File: config.mk
export PLATFORM = sky130hd
export DESIGN_NAME = modem_line_ctrl
export DESIGN_NICKNAME = d
export VERILOG_FILES = /design/src/rtl/modem_line_pkg.sv /design/src/rtl/modem_line_sync.sv /design/src/rtl/modem_delta_track.sv /design/src/rtl/modem_ctrl_reg.sv /design/src/rtl/modem_line_ctrl.sv
export SDC_FILE = /design/constraint.sdc
export NUM_CORES = 1
export LEC_CHECK = 0
export BUFFER_PORTS_ARGS = -buffer_cell sky130_fd_sc_hd__buf_2
export CAP_MARGIN = 5
export CORE_MARGIN = 2
export CORE_UTILIZATION = 52
export CTS_BUF_LIST = sky130_fd_sc_hd__clkbuf_16
export CTS_CLUSTER_DIAMETER = 150
export DETAILED_ROUTE_END_ITERATION = 6
export PLACE_DENSITY = 0.81
export SLEW_MARGIN = 15
export SYNTH_ARGS = -nofsm -noshare
export SYNTH_HDL_FRONTEND = slang
export SYNTH_SLANG_ARGS = --single-unit
File: constraint.sdc
create_clock -name clk -period 1.8 [get_ports clk]
set_clock_uncertainty 0.1 [all_clocks]
set_input_delay 0.18 -clock clk [delete_from_list [all_inputs] [get_ports clk]]
set_output_delay 0.18 -clock clk [all_outputs]
set_load 0.005 [all_outputs]
File: src/rtl/modem_line_pkg.sv
package modem_line_pkg;
   localparam int LINE_N   = 4;
   localparam int LN_CTS   = 0;
   localparam int LN_DSR   = 1;
   localparam int LN_RI    = 2;
   localparam int LN_DCD   = 3;
   localparam int CTRL_W   = 5;
   localparam int CB_DTR   = 0;
   localparam int CB_RTS   = 1;
   localparam int CB_OUT1  = 2;
   localparam int CB_OUT2  = 3;
   localparam int CB_LOOP  = 4;

   typedef enum logic {SEL_CTRL = 1'b0, SEL_STAT = 1'b1} reg_sel_e;

   // Loopback view: control outputs placed onto the line positions.
   function automatic logic [LINE_N-1:0] loop_lines(input logic [CTRL_W-1:0] c);
      logic [LINE_N-1:0] l;
      l[LN_DCD] = c[CB_OUT2];
      l[LN_RI]  = c[CB_OUT1];
      l[LN_DSR] = c[CB_DTR];
      l[LN_CTS] = c[CB_RTS];
      return l;
   endfunction
endpackage

File: src/rtl/modem_line_sync.sv
module modem_line_sync #(
   parameter int               WIDTH   = 4,
   parameter int               STAGES  = 2,
   parameter logic [WIDTH-1:0] RST_VAL = '0
) (
   input  logic             clk,
   input  logic             rst_n,
   input  logic [WIDTH-1:0] async_in,
   output logic [WIDTH-1:0] sync_out
);
   logic [WIDTH-1:0] chain_q [STAGES];

   generate
      if (STAGES < 2) begin : g_bad_stages
         $error("modem_line_sync: STAGES must be at least 2");
      end
      for (genvar s = 0; s < STAGES; s++) begin : g_stage
         always_ff @(posedge clk or negedge rst_n) begin
            if (!rst_n)
               chain_q[s] <= RST_VAL;
            else if (s == 0)
               chain_q[s] <= async_in;
            else
               chain_q[s] <= chain_q[(s == 0) ? 0 : s-1];
         end
      end
   endgenerate

   assign sync_out = chain_q[STAGES-1];
endmodule

File: src/rtl/modem_delta_track.sv
module modem_delta_track
   import modem_line_pkg::*;
#(
   parameter logic [LINE_N-1:0] LINE_RST = 4'b1011
) (
   input  logic              clk,
   input  logic              rst_n,
   input  logic [LINE_N-1:0] line_sync,
   input  logic              clr_deltas,
   output logic [LINE_N-1:0] line_q,
   output logic [LINE_N-1:0] delta_q
);
   logic [LINE_N-1:0] changed;
   logic [LINE_N-1:0] delta_set;

   assign changed = line_sync ^ line_q;

   generate
      for (genvar b = 0; b < LINE_N; b++) begin : g_bit
         if (b == LN_RI) begin : g_trailing
            assign delta_set[b] = changed[b] & ~line_sync[b];
         end else begin : g_any
            assign delta_set[b] = changed[b];
         end
      end
   endgenerate

   always_ff @(posedge clk or negedge rst_n) begin
      if (!rst_n) begin
         line_q  <= LINE_RST;
         delta_q <= '0;
      end else begin
         line_q  <= line_sync;
         delta_q <= (clr_deltas ? '0 : delta_q) | delta_set;
      end
   end
endmodule

File: src/rtl/modem_ctrl_reg.sv
module modem_ctrl_reg
   import modem_line_pkg::*;
#(
   parameter logic [CTRL_W-1:0] CTRL_RST = 5'h08
) (
   input  logic              clk,
   input  logic              rst_n,
   input  logic              ctrl_wr,
   input  logic [CTRL_W-1:0] ctrl_wdata,
   output logic [CTRL_W-1:0] ctrl_q,
   output logic              rts_out,
   output logic              dtr_out
);
   always_ff @(posedge clk or negedge rst_n) begin
      if (!rst_n) begin
         ctrl_q  <= CTRL_RST;
         rts_out <= 1'b0;
         dtr_out <= 1'b0;
      end else if (ctrl_wr) begin
         ctrl_q <= ctrl_wdata;
         if (!ctrl_wdata[CB_LOOP]) begin
            rts_out <= ctrl_wdata[CB_RTS];
            dtr_out <= ctrl_wdata[CB_DTR];
         end
      end
   end
endmodule

File: src/rtl/modem_line_ctrl.sv
module modem_line_ctrl
   import modem_line_pkg::*;
#(
   parameter int                DATA_W      = 8,
   parameter int                SYNC_STAGES = 2,
   parameter logic [LINE_N-1:0] LINE_RST    = 4'b1011,
   parameter logic [CTRL_W-1:0] CTRL_RST    = 5'h08
) (
   input  logic              clk,
   input  logic              rst_n,
   input  logic              reg_sel,
   input  logic              wr_en,
   input  logic              rd_en,
   input  logic [DATA_W-1:0] wr_data,
   output logic [DATA_W-1:0] rd_data,
   input  logic [LINE_N-1:0] modem_lines_in,
   input  logic              msi_enable,
   output logic              rts_out,
   output logic              dtr_out,
   output logic              msi_req
);
   localparam int STAT_W = 2 * LINE_N;

   generate
      if (DATA_W < STAT_W) begin : g_bad_width
         $error("modem_line_ctrl: DATA_W must be at least 8");
      end
   endgenerate

   logic [LINE_N-1:0] line_sync;
   logic [LINE_N-1:0] line_q;
   logic [LINE_N-1:0] delta_q;
   logic [CTRL_W-1:0] mcr_q;
   logic              loop_on;
   logic              stat_rd;
   logic [STAT_W-1:0] stat_view;

   assign loop_on = mcr_q[CB_LOOP];
   assign stat_rd = rd_en && (reg_sel == SEL_STAT);

   modem_line_sync #(
      .WIDTH   (LINE_N),
      .STAGES  (SYNC_STAGES),
      .RST_VAL (LINE_RST)
   ) sync_i (
      .clk      (clk),
      .rst_n    (rst_n),
      .async_in (modem_lines_in),
      .sync_out (line_sync)
   );

   modem_delta_track #(
      .LINE_RST (LINE_RST)
   ) delta_i (
      .clk        (clk),
      .rst_n      (rst_n),
      .line_sync  (line_sync),
      .clr_deltas (stat_rd && !loop_on),
      .line_q     (line_q),
      .delta_q    (delta_q)
   );

   modem_ctrl_reg #(
      .CTRL_RST (CTRL_RST)
   ) ctrl_i (
      .clk        (clk),
      .rst_n      (rst_n),
      .ctrl_wr    (wr_en && (reg_sel == SEL_CTRL)),
      .ctrl_wdata (wr_data[CTRL_W-1:0]),
      .ctrl_q     (mcr_q),
      .rts_out    (rts_out),
      .dtr_out    (dtr_out)
   );

   always_comb begin
      if (loop_on)
         stat_view = {loop_lines(mcr_q), {LINE_N{1'b0}}};
      else
         stat_view = {line_q, delta_q};
      rd_data = '0;
      if (reg_sel == SEL_STAT)
         rd_data[STAT_W-1:0] = stat_view;
      else
         rd_data[CTRL_W-1:0] = mcr_q;
   end

   assign msi_req = msi_enable && (|delta_q);
endmodule

# Word-level counts from Yosys, hierarchy flattened
# Index checks and enable logic that the tools add are counted.
# classes
add_sub_neg	0
mul	0
n_div	0
order_cmp	0
n_eq_ne	0
n_shift	0
muxes	4
bitwise_logic	6
reduce_logical	7
# ops
cell	count
$mux W8	1
$mux W5	1
$logic_and A1 B1 Y1	4
$mux W4	1
$or A4 B4 Y4	1
$reduce_or A4 Y1	1
$xor A4 B4 Y4	1
$mux W3	1
$not A1 Y1	3
$reduce_and A2 Y1	1
$and A1 B1 Y1	1
$logic_not A1 Y1	1
# word_totals
register_bits	23
latchBits	0
ram_bits	0
rom_bits	0
input_bits	18
output_inout_bits	11
wordCells	24
memories	0

# Depth between registers and ports, before layout
# depth
word_depth	4
ltp_mapped	3
mapped_depth_nobuf	2

# Cells and area by module
# A second synthesis with hierarchy kept.
# unflattened
hier_cells	66
area_unflattened_um2	923.4
# modules_own_cells
mod	instances	cells_each	area_each_um2	seq_area_each_um2
modem_ctrl_reg	1	15	272.8	176.4
modem_delta_track	1	20	270.3	203.9
modem_line_sync	1	12	237.7	207.7
modem_line_ctrl	1	19	142.6	0.0

# Least setup slack after synthesis
# OpenSTA, ideal clock, no wires.
# synth_timing
path_kind	register -> output
startpoint	register delta_i.delta_q[1]
endpoint	output msi_req
t_arrival_ns	0.788
required_ns	1.520
slack_ns	0.732
path_stages_with_launch	2
cell_sequence	dfrtp_1 o41a_1
# synth_between
elab_chain_len	2
# synth_rtl
item	line_no	source
start, declared	modem_delta_track.sv:11	output logic [LINE_N-1:0] delta_q
start signal, assigned	modem_delta_track.sv:34	delta_q <= (clr_deltas ? '0 : delta_q) | delta_set;
$reduce_or A4 Y1	modem_line_ctrl.sv:87	assign msi_req = msi_enable && (|delta_q);
$logic_and A1 B1 Y1	modem_line_ctrl.sv:87	
end, declared	modem_line_ctrl.sv:20	output logic msi_req
# No other way between the ends.

# Worst setup path after layout
# layout_timing
startpoint	register ctrl_i.ctrl_q[4]
endpoint	output rd_data[2]
# layout_between
elab_chain_len	2
# layout_rtl
item	line_no	source
start, declared	modem_ctrl_reg.sv:10	output logic [CTRL_W-1:0] ctrl_q,
start signal, assigned	modem_ctrl_reg.sv:20	ctrl_q <= ctrl_wdata;
$mux W8	modem_line_ctrl.sv:76	if (loop_on)
$mux W5	modem_line_ctrl.sv:81	if (reg_sel == SEL_STAT)
end, declared	modem_line_ctrl.sv:15	output logic [DATA_W-1:0] rd_data,
# No other way between the ends.

==> flow_summary.toml <==
[status]
status = "completed"

[layout]
seq_area_um2 = 588.1
drive_above_1_share_pct = 48.45
final_nets = 116
diodes = 0
synthToLayoutAreaGrowth_pct = 28.16
fillCellCount = 128
multi_input_area_um2 = 277.8

[pwr]
total_power_mw = 1.245
ir_drop_mv = 0.6277
seqPwrFrac_pct = 49.8
clock_power_share_pct = 36.7
p_leak_nw = 0.5693
switching_share_pct = 22.10
pwr-share-comb_pct = 13.5
p_int_mw = 0.9696
power_density_nw_per_um2 = 1066
power_switching_mw = 0.2751

[clock_tree]
clk_pin_slew_ns = 0.05
cts_setup_buffers = 0
cts_sinks = 23
cts-resized-gates = 0
clk_latency_ns = 0.25
cts-root-buf = "clkbuf_16"
cts_tree = "done"
clockBufferDepth = 2
cts_buffers = 3
htree_levels = 1

[floorplanning]
rows = 15
io_pins = 29
start_util_pct = 53.93
core_area_um2 = 1689
die_area_um2 = 2103
die_x_um = 45.86
die_h_um = 45.86

[synthesis]
yosysSeqAreaShare_pct = 64.56
synth_fa_ha_area_share_pct = 0
yosys.area_share.simple_pct = 7.280
syn_area_per_cell_um2 = 14.01
syn_area_um2 = 910.9
synth-xor-area-share_pct = 2.885
yosysUniqueCellTypes = 21
synth_fp_nets = 83
yosysWarnings = 0
syn-instance-count = 65
synth_top_family_by_area = "multiplexers"
synth_compound_area_share_pct = 8.379
synth_seq_cells = 23
muxShareOfSynthArea_pct = 11.95

[routing]
viasPerCell = 5.167
drt_iter0_drc = 7
routedWlPerCell_um = 14.27
remaining_drc_errors = 0
firstDrtPassIters = 4
wirelength_um = 1627
antenna_left = 0
vias = 589

[placed_design]
gp_congestion = 0.7603
port_buffers = 25
place_hpwl_um = 1114

[critical_path]
critical-path-slowest-cell = "dfrtp_1"
startpoint = "ctrl_i.ctrl_q[4]$_DFFE_PN0P_"
r2r_start = "ctrl_i.ctrl_q[4]$_DFFE_PN0P_"
critPathMaxStageDelay_ns = 0.57
r2r_end = "delta_i.delta_q[3]$_DFF_PN0_"
setup.worst_path.end_class = "output port"
critPathCapture = "rd_data[2]"
crit_arrival_ns = 1.28
worstSetupPathType = "reg -> out"
rrSetupSlack_ns = 0.61
required_ns = 1.52
crit_fanout = 10
crit_cells = 3
worst_r2r_path_depth = 2
crit_path_start_kind = "register"
crit_buf_inv = 1
critPathTopFamily = "flip-flops"
worstPathCellList = "nor2b_1 -> a22o_1 -> buf_2"

[sta]
rsz0062_at_grt = "no"
setup_violations = 0
drv_slew = 0
min_period_over_period_pct = 86.90
hold_viol = 0
fmax_mhz = 639.3
slew_headroom_pct = 65.73
period_minus_slack_ns = 1.564
worstMarginPinSlew_ns = 0.5141
fin_setup_tns_ns = 0

[run]
maxCapViolations = 0

[grt]
grt_pass1_vias = 529
grt_antenna_before_repair = 0
grt-ovfl-total = 0
grt_pass1_wl_um = 2235
grt_max_degree = 24
track_usage_pct = 15.65

[worst_hold_path]
hold_class = "in -> reg"
[metrics by stage]
step / hold slack, ns / setup slack, ns / std cells / area (um2) / util, %
2_1_floorplan: -0.2156 / 0.7321 / 65 / 910.9 / -
3_3_place_gp: 0.05976 / 0.5709 / 105 / 1039 / 61.48
3_5_place_dp: 0.06585 / 0.5432 / 105 / 1039 / 61.48
4_1_cts: 0.06186 / 0.2557 / 114 / 1167 / 69.11
5_1_grt: 0.07304 / 0.1790 / 114 / 1167 / 69.11
6_report: 0.07018 / 0.2358 / 114 / 1167 / 69.11
[metal layers]
metal  GRT usage (%)  part of all wire, %  vias to the layer above
met3           4.365                  6.1                        2
met2           24.44                   50                       22
li1                -                    -                      284
met5               0                    0                        -
met4           9.714                 0.49                        0
met1           18.88                   43                      281
[power by group through the flow]
stage	logic, mW	registers, mW	clock network (mW)
2_1_floorplan	0.104	0.608	0
3_3_place_gp	0.154	0.622	0
3_5_place_dp	0.160	0.626	0
4_1_cts	0.170	0.619	0.471
5_1_grt	0.187	0.624	0.488
6_report	0.168	0.619	0.457
[cell type report]
type / count / area share (%)
well taps: 17 / 1.822
inverters: 7 / 2.251
multi-input cells: 33 / 23.79
repair buffers: 30 / 15.01
clock inverters: 1 / 0.3215
flip-flops and latches: 23 / 50.38
clock buffers: 3 / 6.431
[layout by cell type, fill, tap and decap left out, drive strengths merged]
| master | n |
|---|---|
| buf | 25 |
| dfrtp | 13 |
| dfstp | 10 |
| inv | 8 |
| mux2 | 7 |
| dlygate4sd3 | 5 |
| xnor2 | 3 |
| o21ai | 3 |
| mux2i | 3 |
| nor2 | 3 |
| clkbuf | 3 |
| a22o | 2 |
| nand2 | 2 |
| o22ai | 2 |
| nor2b | 2 |
| and3b | 1 |
| o2bb2ai | 1 |
| o41a | 1 |
| a21oi | 1 |
| a31oi | 1 |
| nor3b | 1 |
[what timing repair did]
action                                  4_1_cts  5_1_grt
endpoints found under the setup margin        0        0
endpoints found under the hold margin        17        0
hold buffers                                  5        0
[how the worst min path moves through the flow]
stage | startpoint | to | slack (ns) | cells after the start
floorplan | rst_n | ctrl_i.ctrl_q[0]$_DFFE_PN0P_ | -0.22 | 0
global placement | rst_n | ctrl_i.ctrl_q[2]$_DFFE_PN0P_ | 0.06 | 1
detailed placement | rst_n | ctrl_i.ctrl_q[4]$_DFFE_PN0P_ | 0.07 | 1
CTS | wr_data[3] | ctrl_i.ctrl_q[3]$_DFFE_PN1P_ | 0.06 | 2
global route | wr_data[3] | ctrl_i.ctrl_q[3]$_DFFE_PN1P_ | 0.07 | 2
finish | wr_data[3] | ctrl_i.ctrl_q[3]$_DFFE_PN1P_ | 0.07 | 2
[synth_stat cells]
cell type	count	area [um2]
dfrtp_1	13	325.3
dfstp_2	10	262.8
inv_1	7	26.28
mux2_2	7	78.83
mux2i_1	3	30.03
nor2_1	3	11.26
o21ai_0	3	15.01
xnor2_1	3	26.28
a22o_1	2	17.52
nand2_1	2	7.510
o22ai_1	2	12.51
a21oi_1	1	5.000
a31oi_1	1	6.260
and3b_1	1	8.760
buf_4	1	7.510
buf_6	1	11.26
nor2b_1	1	6.260
nor2b_4	1	13.76
nor3b_4	1	18.77
o2bb2ai_1	1	8.760
o41a_1	1	11.26
[state kept, by name (all words and copies together), names as in the netlist]
register / cells
ctrl_i.ctrl_q: 5
delta_i.delta_q: 4
ctrl_i.dtr_out: 1
sync_i.chain_q: 4
delta_i.line_q: 4
ctrl_i.rts_out: 1
sync_i.sync_out: 4
[cell families after synthesis]
family | after synthesis
xor+xnor | 3
flops | 23
compound gates | 11
buf+inv | 9
mux | 10
simple gates | 9
(Power assumes the default switching activity.)
